**config.mk**
```make
export PLATFORM = sky130hd
export DESIGN_NAME = hzu_core
export DESIGN_NICKNAME = d
export VERILOG_FILES = /design/src/rtl/hzu_pkg.sv /design/src/rtl/hzu_decode.sv /design/src/rtl/hzu_stage_track.sv /design/src/rtl/hzu_fwd_pick.sv /design/src/rtl/hzu_loaduse.sv /design/src/rtl/hzu_core.sv
export SDC_FILE = /design/constraint.sdc
export NUM_CORES = 1
export LEC_CHECK = 0
export BUFFER_PORTS_ARGS = -buffer_cell sky130_fd_sc_hd__buf_2
export CORE_UTILIZATION = 56
export DETAILED_ROUTE_END_ITERATION = 8
export GPL_ROUTABILITY_DRIVEN = 0
export GPL_TIMING_DRIVEN = 0
export PLACE_DENSITY = 0.9
export SLEW_MARGIN = 40
export SYNTH_ARGS = -nofsm -noshare
export SYNTH_HDL_FRONTEND = slang
export SYNTH_SLANG_ARGS = --single-unit
```
**constraint.sdc**
```tcl
create_clock -name clk -period 6.9 [get_ports clk]
set_clock_uncertainty 0.05 [all_clocks]
set_input_delay 2.07 -clock clk [delete_from_list [all_inputs] [get_ports clk]]
set_output_delay 2.07 -clock clk [all_outputs]
set_load 0.01 [all_outputs]
```
**src/rtl/hzu_pkg.sv**
```systemverilog
package hzu_pkg;

  localparam int unsigned INSN_W  = 32;
  localparam int unsigned REG_AW  = 5;
  localparam int unsigned NUM_SRC = 2;   // operand A = rs, operand B = rt
  localparam int unsigned N_STG   = 3;   // tracked stages: Execute, Memory, Writeback

  localparam int unsigned STG_EX  = 0;
  localparam int unsigned STG_MEM = 1;
  localparam int unsigned STG_WB  = 2;

  // field positions of the instruction word
  localparam int unsigned OP_LSB  = 26;
  localparam int unsigned RS_LSB  = 21;
  localparam int unsigned RT_LSB  = 16;
  localparam int unsigned RD_LSB  = 11;
  localparam int unsigned OP_W    = 6;
  localparam int unsigned FN_W    = 6;

  localparam logic [OP_W-1:0] OPC_RTYPE = 6'h00;
  localparam logic [OP_W-1:0] OPC_ADDIU = 6'h09;
  localparam logic [OP_W-1:0] OPC_LW    = 6'h23;
  localparam logic [OP_W-1:0] OPC_SW    = 6'h2B;
  localparam logic [OP_W-1:0] OPC_BEQ   = 6'h04;
  localparam logic [OP_W-1:0] OPC_BNE   = 6'h05;

  localparam logic [FN_W-1:0] FN_ADDU = 6'h21;
  localparam logic [FN_W-1:0] FN_SUBU = 6'h23;
  localparam logic [FN_W-1:0] FN_AND  = 6'h24;
  localparam logic [FN_W-1:0] FN_SRL  = 6'h02;

  typedef enum logic [1:0] {
    FWD_RF  = 2'd0,
    FWD_MEM = 2'd1,
    FWD_WB  = 2'd2
  } fwd_e;

  // hazard-relevant view of one instruction; all-zero is a NOP
  typedef struct packed {
    logic [NUM_SRC-1:0]             src_en;
    logic [NUM_SRC-1:0][REG_AW-1:0] src;
    logic                           wr;
    logic [REG_AW-1:0]              dst;
    logic                           ld;
  } stage_ctl_t;

  localparam stage_ctl_t CTL_NOP = '0;

endpackage

```
**src/rtl/hzu_decode.sv**
```systemverilog
module hzu_decode
  import hzu_pkg::*;
(
  input  logic              valid,
  input  logic [INSN_W-1:0] insn,
  output stage_ctl_t        ctl
);

  logic [OP_W-1:0]   opc;
  logic [FN_W-1:0]   fn;
  logic [REG_AW-1:0] f_rs;
  logic [REG_AW-1:0] f_rt;
  logic [REG_AW-1:0] f_rd;
  stage_ctl_t        raw;

  assign opc  = insn[OP_LSB +: OP_W];
  assign fn   = insn[0 +: FN_W];
  assign f_rs = insn[RS_LSB +: REG_AW];
  assign f_rt = insn[RT_LSB +: REG_AW];
  assign f_rd = insn[RD_LSB +: REG_AW];

  always_comb begin
    raw        = CTL_NOP;
    raw.src[0] = f_rs;
    raw.src[1] = f_rt;
    if (valid) begin
      case (opc)
        OPC_RTYPE: begin
          case (fn)
            FN_ADDU, FN_SUBU, FN_AND: begin
              raw.src_en = 2'b11;
              raw.wr     = 1'b1;
              raw.dst    = f_rd;
            end
            FN_SRL: begin
              raw.src_en = 2'b10;     // shift source is rt only
              raw.wr     = 1'b1;
              raw.dst    = f_rd;
            end
            default: ;
          endcase
        end
        OPC_ADDIU: begin
          raw.src_en = 2'b01;
          raw.wr     = 1'b1;
          raw.dst    = f_rt;
        end
        OPC_LW: begin
          raw.src_en = 2'b01;
          raw.wr     = 1'b1;
          raw.dst    = f_rt;
          raw.ld     = 1'b1;
        end
        OPC_SW, OPC_BEQ, OPC_BNE: begin
          raw.src_en = 2'b11;
        end
        default: ;
      endcase
    end
  end

  // register 0 is neither a dependence source nor a forwarding target
  always_comb begin
    ctl = raw;
    for (int i = 0; i < NUM_SRC; i++) begin
      if (raw.src[i] == '0) ctl.src_en[i] = 1'b0;
    end
    if (raw.dst == '0) begin
      ctl.wr = 1'b0;
      ctl.ld = 1'b0;
    end
  end

endmodule

```
**src/rtl/hzu_stage_track.sv**
```systemverilog
module hzu_stage_track
  import hzu_pkg::*;
#(
  parameter int unsigned DEPTH = N_STG
)(
  input  logic       clk,
  input  logic       rst_n,
  input  logic       hold,
  input  stage_ctl_t dec_ctl,
  output stage_ctl_t stg_q [DEPTH]
);

  for (genvar g = 0; g < DEPTH; g++) begin : g_stage
    stage_ctl_t nxt;
    if (g == 0) begin : g_head
      // a held decode slot leaves a bubble behind it
      assign nxt = hold ? CTL_NOP : dec_ctl;
    end else begin : g_tail
      assign nxt = stg_q[g-1];
    end

    always_ff @(posedge clk or negedge rst_n) begin
      if (!rst_n) stg_q[g] <= CTL_NOP;
      else        stg_q[g] <= nxt;
    end
  end

endmodule

```
**src/rtl/hzu_fwd_pick.sv**
```systemverilog
module hzu_fwd_pick
  import hzu_pkg::*;
#(
  parameter bit USE_NEAR = 1'b1
)(
  input  logic              src_en,
  input  logic [REG_AW-1:0] src,
  input  stage_ctl_t        near_ctl,
  input  stage_ctl_t        far_ctl,
  output fwd_e              sel
);

  logic hit_near;
  logic hit_far;

  if (USE_NEAR) begin : g_near
    assign hit_near = src_en && near_ctl.wr && (near_ctl.dst == src);
  end else begin : g_no_near
    assign hit_near = 1'b0;
  end

  assign hit_far = src_en && far_ctl.wr && (far_ctl.dst == src);

  // the younger producer wins
  always_comb begin
    if (hit_near)     sel = FWD_MEM;
    else if (hit_far) sel = FWD_WB;
    else              sel = FWD_RF;
  end

endmodule

```
**src/rtl/hzu_loaduse.sv**
```systemverilog
module hzu_loaduse
  import hzu_pkg::*;
(
  input  stage_ctl_t dec_ctl,
  input  stage_ctl_t ex_ctl,
  output logic       stall
);

  logic [NUM_SRC-1:0] hit;

  for (genvar s = 0; s < NUM_SRC; s++) begin : g_src
    assign hit[s] = dec_ctl.src_en[s] && (dec_ctl.src[s] == ex_ctl.dst);
  end

  assign stall = ex_ctl.ld && ex_ctl.wr && (|hit);

endmodule

```
**src/rtl/hzu_core.sv**
```systemverilog
module hzu_core
  import hzu_pkg::*;
(
  input  logic              clk,
  input  logic              rst_n,
  input  logic              id_valid,
  input  logic [INSN_W-1:0] id_insn,
  output logic              lu_stall,
  output logic [1:0]        ex_fwd_a,
  output logic [1:0]        ex_fwd_b,
  output logic              id_fwd_a,
  output logic              id_fwd_b
);

  stage_ctl_t id_ctl;
  stage_ctl_t stg_q [N_STG];
  stage_ctl_t ex_ctl;
  stage_ctl_t mem_ctl;
  stage_ctl_t wb_ctl;
  fwd_e       ex_sel [NUM_SRC];
  fwd_e       id_sel [NUM_SRC];

  hzu_decode u_dec (
    .valid (id_valid),
    .insn  (id_insn),
    .ctl   (id_ctl)
  );

  hzu_stage_track #(.DEPTH(N_STG)) u_trk (
    .clk     (clk),
    .rst_n   (rst_n),
    .hold    (lu_stall),
    .dec_ctl (id_ctl),
    .stg_q   (stg_q)
  );

  assign ex_ctl  = stg_q[STG_EX];
  assign mem_ctl = stg_q[STG_MEM];
  assign wb_ctl  = stg_q[STG_WB];

  hzu_loaduse u_lu (
    .dec_ctl (id_ctl),
    .ex_ctl  (ex_ctl),
    .stall   (lu_stall)
  );

  for (genvar s = 0; s < NUM_SRC; s++) begin : g_opnd
    hzu_fwd_pick #(.USE_NEAR(1'b1)) u_ex_pick (
      .src_en   (ex_ctl.src_en[s]),
      .src      (ex_ctl.src[s]),
      .near_ctl (mem_ctl),
      .far_ctl  (wb_ctl),
      .sel      (ex_sel[s])
    );

    hzu_fwd_pick #(.USE_NEAR(1'b0)) u_id_pick (
      .src_en   (id_ctl.src_en[s]),
      .src      (id_ctl.src[s]),
      .near_ctl (CTL_NOP),
      .far_ctl  (wb_ctl),
      .sel      (id_sel[s])
    );
  end

  assign ex_fwd_a = ex_sel[0];
  assign ex_fwd_b = ex_sel[1];
  assign id_fwd_a = (id_sel[0] == FWD_WB);
  assign id_fwd_b = (id_sel[1] == FWD_WB);

endmodule

```
# After elaboration in Yosys (flattened, before gate mapping)
# Index checks and enable logic that the tools add are counted.
dict set report classes {
  mux 18
  reduce_logical 25
  n_eq_ne 19
}
# cell count
set op_table {}
lappend op_table {{5-bit == test} 8}
lappend op_table {{6-bit == test, second input constant} 5}
lappend op_table {{19-bit two-way mux} 1}
lappend op_table {{1-bit logical AND} 16}
lappend op_table {{5-bit logical NOT} 3}
lappend op_table {{2-bit two-way mux} 7}
lappend op_table {{6-bit by 3-bit == test with 1-bit output, second input constant} 2}
lappend op_table {{6-bit case mux with 2 select lines} 1}
lappend op_table {{7-bit two-way mux} 1}
lappend op_table {{6-bit by 2-bit == test with 1-bit output, second input constant} 1}
lappend op_table {{6-bit by 4-bit == test with 1-bit output, second input constant} 1}
lappend op_table {{6-bit logical NOT} 1}
lappend op_table {{6-bit two-way mux} 1}
lappend op_table {{2-bit case mux with 3 select lines} 1}
lappend op_table {{3-bit OR reduction} 2}
lappend op_table {{1-bit two-way mux} 5}
lappend op_table {{2-bit == test, second input constant} 2}
lappend op_table {{2-bit case mux with 2 select lines} 1}
lappend op_table {{2-bit OR reduction} 2}
lappend op_table {{4-bit OR reduction} 1}
dict set report word_totals {
  input_bits 35
  elab_cells 72
  ff_bits 31
  out_inout_bits 7
}

# Longest topological paths before layout
# Gate-level depths: netlist (run 1).
dict set report depth {
  ltp_word 10
  mapped_depth 7
  ltp_nobuf 6
}

# By module
# Synthesis (run 1) repeated with hierarchy kept, for this count alone.
dict set report unflattened {
  cells_unflattened 208
  area_unflattened_um2 2526.2
}
# mod seq_area_each_um2 cells_per_inst instances area_per_inst_um2
set by_module_without_submodules {}
lappend by_module_without_submodules {hzu_stage_track 1426.4 77 1 1562.7}
lappend by_module_without_submodules {hzu_decode 0.0 57 1 380.4}
lappend by_module_without_submodules {{hzu_fwd_pick at g_opnd[0].u_ex_pick ...} 0.0 17 2 138.9}
lappend by_module_without_submodules {{hzu_fwd_pick at g_opnd[0].u_id_pick ...} 0.0 11 2 77.6}
lappend by_module_without_submodules {hzu_loaduse 0.0 15 1 118.9}
lappend by_module_without_submodules {hzu_core 0.0 3 1 31.3}

# Least setup slack after synthesis (run 1)
# No wires, ideal clock.
dict set report synth_path {
  path_kind {input port to output port}
  from {input id_insn[30]}
  to {output lu_stall}
  setup_slack_ns 1.657
  cell_stages 6
  n_path_buf 1
  arrival_ns 3.123
  required_time_ns 4.780
  path_cell_list {or3b_1 > o21bai_1 > o221ai_1 > nand3_2 > a21oi_2 > buf_6}
}
dict set report synth_via {
  elab_chain_len 8
  elab_cells_between_ends 16
  classes_between {eq/ne (5); mux (4); reduce/logical (7)}
}
# element line_no
set synth_lines {}
lappend synth_lines {{start, declared} hzu_core.sv:7} ;# input logic [INSN_W-1:0] id_insn,
lappend synth_lines {{6-bit == test, or another cell as far along} hzu_decode.sv:27} ;# case (opc)
lappend synth_lines {{3-bit OR reduction or 2-bit OR reduction (tied branches)} --}
lappend synth_lines {{2-bit case mux with 3 select lines *} hzu_decode.sv:27}
lappend synth_lines {{2-bit two-way mux *} hzu_decode.sv:26} ;# if (valid) begin
lappend synth_lines {{1-bit two-way mux} hzu_decode.sv:66} ;# if (raw.src[i] == '0) ctl.src_en[i] = 1'b0;
lappend synth_lines {{1-bit logical AND} hzu_loaduse.sv:12} ;# assign hit[s] = dec_ctl.src_en[s] && (dec_ctl.src[s] == ex_ctl.dst);
lappend synth_lines {{2-bit OR reduction *} hzu_loaduse.sv:15} ;# assign stall = ex_ctl.ld && ex_ctl.wr && (|hit);
lappend synth_lines {{1-bit logical AND *} hzu_loaduse.sv:15}
lappend synth_lines {{end, declared} hzu_core.sv:8} ;# output logic lu_stall,
# Mark *: on every way between the ends. The rest lies on a longest branch, timed or not.

# Final worst setup path (run 1)
dict set report layout_path {
  from {input id_insn[31]}
  to {output lu_stall}
}
# The elaborated chain is that of the path after synthesis.

==> results of run 1 <==
synth_stat cells (all sizes together), types with 2 or more instances:
cell type,n,area share
nor3,9,0.027
nor2,13,0.029
buf,4,0.020
nor2b,10,0.037
and3b,2,0.010
nor3b,6,0.042
nand3,11,0.036
nand4,5,0.019
a22oi,6,0.027
xor2,12,0.062
nor4,2,0.0074
xnor2,28,0.15
nand2,5,0.011
dfrtp,31,0.46
placed cells by master, fill, tap and decap left out, types with 2 or more instances in the layout:
master and instances:
buf_2 35, dfrtp_1 31, xnor2_1 28, nor2_1 13, xor2_1 12, nand3_1 10
nor2b_1 10, nor3_1 9, a22oi_1 6, nand2_1 5, nand4_1 5, nor3b_2 5
clkbuf_4 5, buf_4 3, clkbuf_1 2, and3b_1 2, nor4_1 2, clkbuf_8 2
path summary, 6_finish.rpt:
check / start / end / slack [ns] / cells after the start
setup / recovery: id_insn[31] / lu_stall / 1.29 / 8
hold / removal: u_trk.stg_q[44] / u_trk.stg_q[25] / 0.34 / 0
setup reg to reg: u_trk.stg_q[41] / u_trk.stg_q[48] / 5.22 / 7
hold reg to reg: u_trk.stg_q[44] / u_trk.stg_q[25] / 0.34 / 0
max in group asynchronous: rst_n / u_trk.stg_q[25] / 4.67 / 1
min in group asynchronous: rst_n / u_trk.stg_q[2] / 1.71 / 1
layer usage:
layer,share of wire,up-vias
met3,0.041,7
met4,0.015,0
li1,-,636
met1,0.43,637
met2,0.51,37
met5,0,-
worst max-delay path: cells and delay by family:
kind,cells,cell delay (ns)
buf+inv,3,0.43
simple gates,3,0.51
compound gates,2,0.47
stage by stage:
stage               area (sq um)  total power [mW]
global placement            1900             0.230
CTS                         1970             0.349
finish                      1970             0.347
floorplan                   1690             0.212
global route                1970             0.360
detailed placement          1900             0.233
kinds of logic (layout without fill, tap and decap cells):
| group | after synthesis | count (layout) | synth area share |
|---|---|---|---|
| compound gates | 13 | 13 | 0.0608 |
| xor+xnor | 40 | 40 | 0.208 |
| buf+inv | 5 | 48 | 0.0223 |
| flops | 31 | 31 | 0.460 |
| simple gates | 69 | 69 | 0.249 |
layout make-up:
cell class                      count  area (sq um)  share of cell area
Tap cell                           31          38.8              0.0197
Buffer                              5          37.5              0.0191
Clock buffer                        8          68.8              0.0349
Timing Repair Buffer               35           175              0.0889
Sequential cell                    31           776               0.394
Multi-Input combinational cell    122           873               0.443
power groups by stage:
stage | combinational, mW | sequential [mW] | clock (mW)
floorplan | 0.0199 | 0.192 | 0
global placement | 0.0377 | 0.193 | 0
detailed placement | 0.0399 | 0.193 | 0
CTS | 0.0404 | 0.189 | 0.119
global route | 0.0441 | 0.190 | 0.127
finish | 0.0402 | 0.189 | 0.118
==> out/summary.txt, run 1 <==
Drt total wl = 3470 microns
Outcome = complete, but fails checks
IO Count = 42
Peak supply drop = 0.119 mV
Max reg flops = 31
Worst-Margin Slew = 0.647 ns
Post-CTS Resized = 0
RSZ-0062 raised after global routing = no
Sink Count = 31
# diodes = 0
Clk root buf = clkbuf_4
Initial drt markers = 61
Final hold vios = 0
Worst skew pair latency = 0.33 ns
CP Capture Type = output port
Fillers = 205
Max cap viols = 0
Syn_area_per_cell = 10.7 sq um
H-tree levels = 2
TNS Setup = 0 ns
GR met1 Demand/Resource = 0.285
Async SR Flop Fraction = 1.00
Switching Share = 0.238
Remaining DRCs = 2
Port buffer count = 35
Register area share after synthesis = 0.460
First-pass iteration count of the detailed router = 6
Global route hottest layer = met2
GR Util met2 = 0.435
Core Util, Final = 0.702
Synth Instances = 158
Die Area = 0.00324 sq mm
Largest registers = u_trk.stg_q (31)
Clock share of power = 0.339
Vias in the first global route = 1354
Hold WS = 0.339 ns
Psw = 0.0824 mW
Leakage = 0.862 nW
Pin count of the biggest net entering global routing = 32
Yosys cell types = 31
Die W = 56.9 microns
Die height = 56.9 microns
Register share of total power = 0.545
Final worst slack = 1.29 ns
WL/cell = 14.9 microns
Largest reg by FF count = u_trk.stg_q
Worst-path clk slew = 0.08 ns
FMAX = 178 MHz
Postcts setup bufs = 0
Critical Setup Path Class = in2out
Violated checks = design-rule violations
Grt met3 use = 0.0599
Post-synth EDFFs = 0
Top FF cell, synth = dfrtp_1
Syn Nets = 193
Minimum clock period = 5.61 ns
Row cnt = 19
First-pass GRT wire length = 5870 microns
Fin. max-slew vios = 0
# hold bufs at CTS = 0
Worst path required time = 4.78 ns
Starting density of the core = 0.601
Via count = 1317
Nets = 235
Mapped Area = 0.00169 sq mm
Syn-to-layout area delta = 16.8%
Startpoint types = primary input
Global Route Usage Sum = 0.242
Flops & latches, synth = 31
Cts bufs inserted = 5
Crit share post-route = 0.813
Slowest cell on crit path = o221ai_1
DP Cell Count = 224
Combinational Power Share = 0.116
Final instance count without filler cells = 232
Vias/cell = 5.68
Crit-path max FO = 10
CP most frequent cell = buf_2
Pre-CTS setup slack = 1.30 ns
CTS tree = yes
Share of layout cells above drive strength 1 = 0.269
CTS max path bufs = 2
Slew headroom = 0.569
Final setup viols = 0
Critical path cell sequence = buf_2, nor3_1, nand3_1, o221ai_1, nand3_2, a21oi_2, buf_6, buf_2
Gr ovfl total = 0
HPWL after detailed placement = 2730 microns
Initial antenna violation count = 0
Crit path DAT = 3.49 ns
Antenna viol nets, final = 0
Worst stage delay on the critical path = 0.29 ns
Hold WC Path Type = reg2reg
Core area = 0.00281 sq mm
Pint = 0.265 mW
Syn. warnings = 0
Pwr Density = 176 mW/mm^2
No activity file was read; power rests on OpenSTA's default activity.
==> run 2, diff against run 1 <==
--- a/config.mk
+++ b/config.mk
@@ -5,12 +5,13 @@
 export SDC_FILE = /design/constraint.sdc
 export NUM_CORES = 1
 export LEC_CHECK = 0
+export ABC_AREA = 1
 export BUFFER_PORTS_ARGS = -buffer_cell sky130_fd_sc_hd__buf_2
-export CORE_UTILIZATION = 56
+export CORE_UTILIZATION = 49
 export DETAILED_ROUTE_END_ITERATION = 8
 export GPL_ROUTABILITY_DRIVEN = 0
 export GPL_TIMING_DRIVEN = 0
-export PLACE_DENSITY = 0.9
+export PLACE_DENSITY = 0.83
 export SLEW_MARGIN = 40
 export SYNTH_ARGS = -nofsm -noshare
 export SYNTH_HDL_FRONTEND = slang
==> constraint.sdc (replaced) <==
create_clock -name clk -period 5 [get_ports clk]
set_clock_uncertainty 0.05 [all_clocks]
set_input_delay 1.5 -clock clk [delete_from_list [all_inputs] [get_ports clk]]
set_output_delay 1.5 -clock clk [all_outputs]
set_load 0.01 [all_outputs]
==> run 2 against run 1 <==
  * Largest cell class unchanged
  * The run now ends clean
  * Combinational power rose by 64%
  * Critical endpoint unchanged
  * Clock power rose by 47%
  * First-iteration DRC count shrank 9.8%
  * Sequential power is 39% higher
  * Global-route usage down 0.75 points
  * Power rose by 44%
  * Routed wire length is 19% higher
  * Flip-flop and latch count unchanged
==> out/summary.txt, run 2 <==
Final setup viols = 0
# diodes = 0
Most frequent cells in the layout = nand2_1, buf_2, inv_1, dfrtp_1, nor2_1
Startpoint types = primary input
Async SR Flop Fraction = 1.00
Initial drt markers = 55
Syn. warnings = 0
Core Util, Final = 0.599
Largest registers = u_trk.stg_q (31)
GR met1 Demand/Resource = 0.260
Synth area leader = dfrtp_1
IO Count = 42
TNS Setup = 0 ns
Nets = 305
Register share of total power = 0.523
Worst path required time = 3.45 ns
Cts bufs inserted = 5
Crit share post-route = 0.876
Most common cell after layout, fill and taps aside = nand2_1
Drt total wl = 4130 microns
Mapped Area = 0.00190 sq mm
Starting density of the core = 0.514
H-tree levels = 2
Minimum clock period = 4.38 ns
Worst skew pair latency = 0.28 ns
CP Capture Type = output port
GR Util met2 = 0.423
Yosys cell types = 28
Postcts setup bufs = 0
Post-CTS Resized = 0
Share of the synthesized area in the top cell type = 0.409
First-pass GRT wire length = 7200 microns
Switching Share = 0.249
Slew headroom = 0.549
Clk root buf = clkbuf_8
Vias/cell = 5.18
Post-synth top cells = nand2_1, inv_1, dfrtp_1
Fin. max-slew vios = 0
Die height = 64.2 microns
Crit-path max FO = 10
Row cnt = 22
First-pass iteration count of the detailed router = 4
Initial antenna violation count = 0
Flops & latches, synth = 31
Via count = 1642
Remaining DRCs = 0
FMAX = 228 MHz
Critical Setup Path Class = in2out
Final hold vios = 0
Global Route Usage Sum = 0.234
Share of layout cells above drive strength 1 = 0.268
Largest reg by FF count = u_trk.stg_q
Core area = 0.00369 sq mm
Gr ovfl total = 0
Max cap viols = 0
Antenna viol nets, final = 0
RSZ-0062 raised after global routing = no
Vias in the first global route = 1661
Pwr Density = 227 mW/mm^2
Synth Instances = 227
Outcome = completed
Largest cells by area after synthesis = dfrtp_1, nand2_1, xnor2_1, inv_1, nor2_4
Die W = 64.2 microns
Syn-to-layout area delta = 16.5%
Worst-path clk slew = 0.06 ns
Peak supply drop = 0.116 mV
Post-synth EDFFs = 0
HPWL after detailed placement = 3340 microns
WL/cell = 13.0 microns
Psw = 0.125 mW
Count leader, synth = nand2_1
Hold WC Path Type = reg2reg
Die Area = 0.00412 sq mm
Syn_area_per_cell = 8.36 sq um
Top FF cell, synth = dfrtp_1
Grt met3 use = 0.0375
Syn Nets = 262
Clock share of power = 0.345
Global route hottest layer = met2
Max reg flops = 31
Crit path DAT = 2.83 ns
Leakage = 1.13 nW
Register area share after synthesis = 0.409
Combinational Power Share = 0.132
# hold bufs at CTS = 0
Port buffer count = 36
Worst-Margin Slew = 0.676 ns
CTS tree = yes
Pin count of the biggest net entering global routing = 32
Pint = 0.376 mW
CTS max path bufs = 2
Sink Count = 31
-- run 2: changes by cell type in the layout (fill, tap and decap cells not counted), sizes merged, moves of 8 or more --
| cell | previous run | this run |
|---|---|---|
| o22ai | 1 | 12 |
| nor2b | 10 | 0 |
| nor3 | 9 | 1 |
| inv | 0 | 37 |
| xor2 | 12 | 2 |
| nand2 | 5 | 48 |
| nor2 | 13 | 35 |
| xnor2 | 28 | 16 |
-- run 2: path summary, 6_finish.rpt --
path | from | cells past startpoint | to | slack (ns)
setup / recovery | id_insn[29] | 12 | lu_stall | 0.62
hold / removal | u_trk.stg_q[44] | 0 | u_trk.stg_q[25] | 0.33
setup reg to reg | u_trk.stg_q[43] | 9 | u_trk.stg_q[50] | 3.47
hold reg to reg | u_trk.stg_q[44] | 0 | u_trk.stg_q[25] | 0.33
max in group asynchronous | rst_n | 1 | u_trk.stg_q[47] | 3.26
min in group asynchronous | rst_n | 1 | u_trk.stg_q[40] | 1.20
-- run 2: power groups by stage --
stage,Clock [mW],Sequential [mW],Combinational (mW)
6_report,0.173,0.262,0.0660
5_1_grt,0.193,0.263,0.0740
4_1_cts,0.178,0.262,0.0665
3_5_place_dp,0,0.267,0.0661
3_3_place_gp,0,0.267,0.0639
2_1_floorplan,0,0.265,0.0368
-- run 2: metrics by stage --
stage               instances  hold slack [ns]  total power, mW  worst slack, ns  instance area [sq um]
floorplan                 227            0.304            0.302            0.988                   1900
global placement          311            0.307            0.330            0.625                   2140
detailed placement        311            0.318            0.333            0.599                   2140
CTS                       317            0.332            0.507            0.595                   2210
global route              317            0.340            0.530            0.499                   2210
finish                    317            0.327            0.501            0.620                   2210
-- run 2: cell type report --
type | instances | area, sq um
Buffer | 3 | 35.0
Clock buffer | 6 | 72.6
Fill cell | 344 | 1480
Inverter | 37 | 146
Multi-Input combinational cell | 156 | 940
Sequential cell | 31 | 776
Tap cell | 48 | 60.1
Timing Repair Buffer | 36 | 180
-- run 2: metal layers --
metal | wire (microns) | vias to the layer above
met5 | 0 | -
met4 | 126 | 0
met3 | 204 | 12
met2 | 2180 | 55
met1 | 1620 | 759
li1 | - | 816
-- run 2: cells by family (layout without fill, tap and decap cells) --
family	count (synthesis)	after routing	synth area share
buffers and inverters	40	82	0.0956
XOR/XNOR	18	18	0.0831
flip-flops	31	31	0.409
AND/OR/NAND/NOR	114	114	0.334
AO/OA/AOI/OAI	24	24	0.0785
-- run 2: worst max-delay path, cell delays in order --
cell and delay [ns]:
buf_2 0.11, nor2_2 0.15, nand2_2 0.11, nor2_8 0.14, nand4_2 0.09, nand2_2 0.08
nand3_2 0.07, nand2_2 0.09, nand2_4 0.07, inv_8 0.09, buf_12 0.17, buf_2 0.15
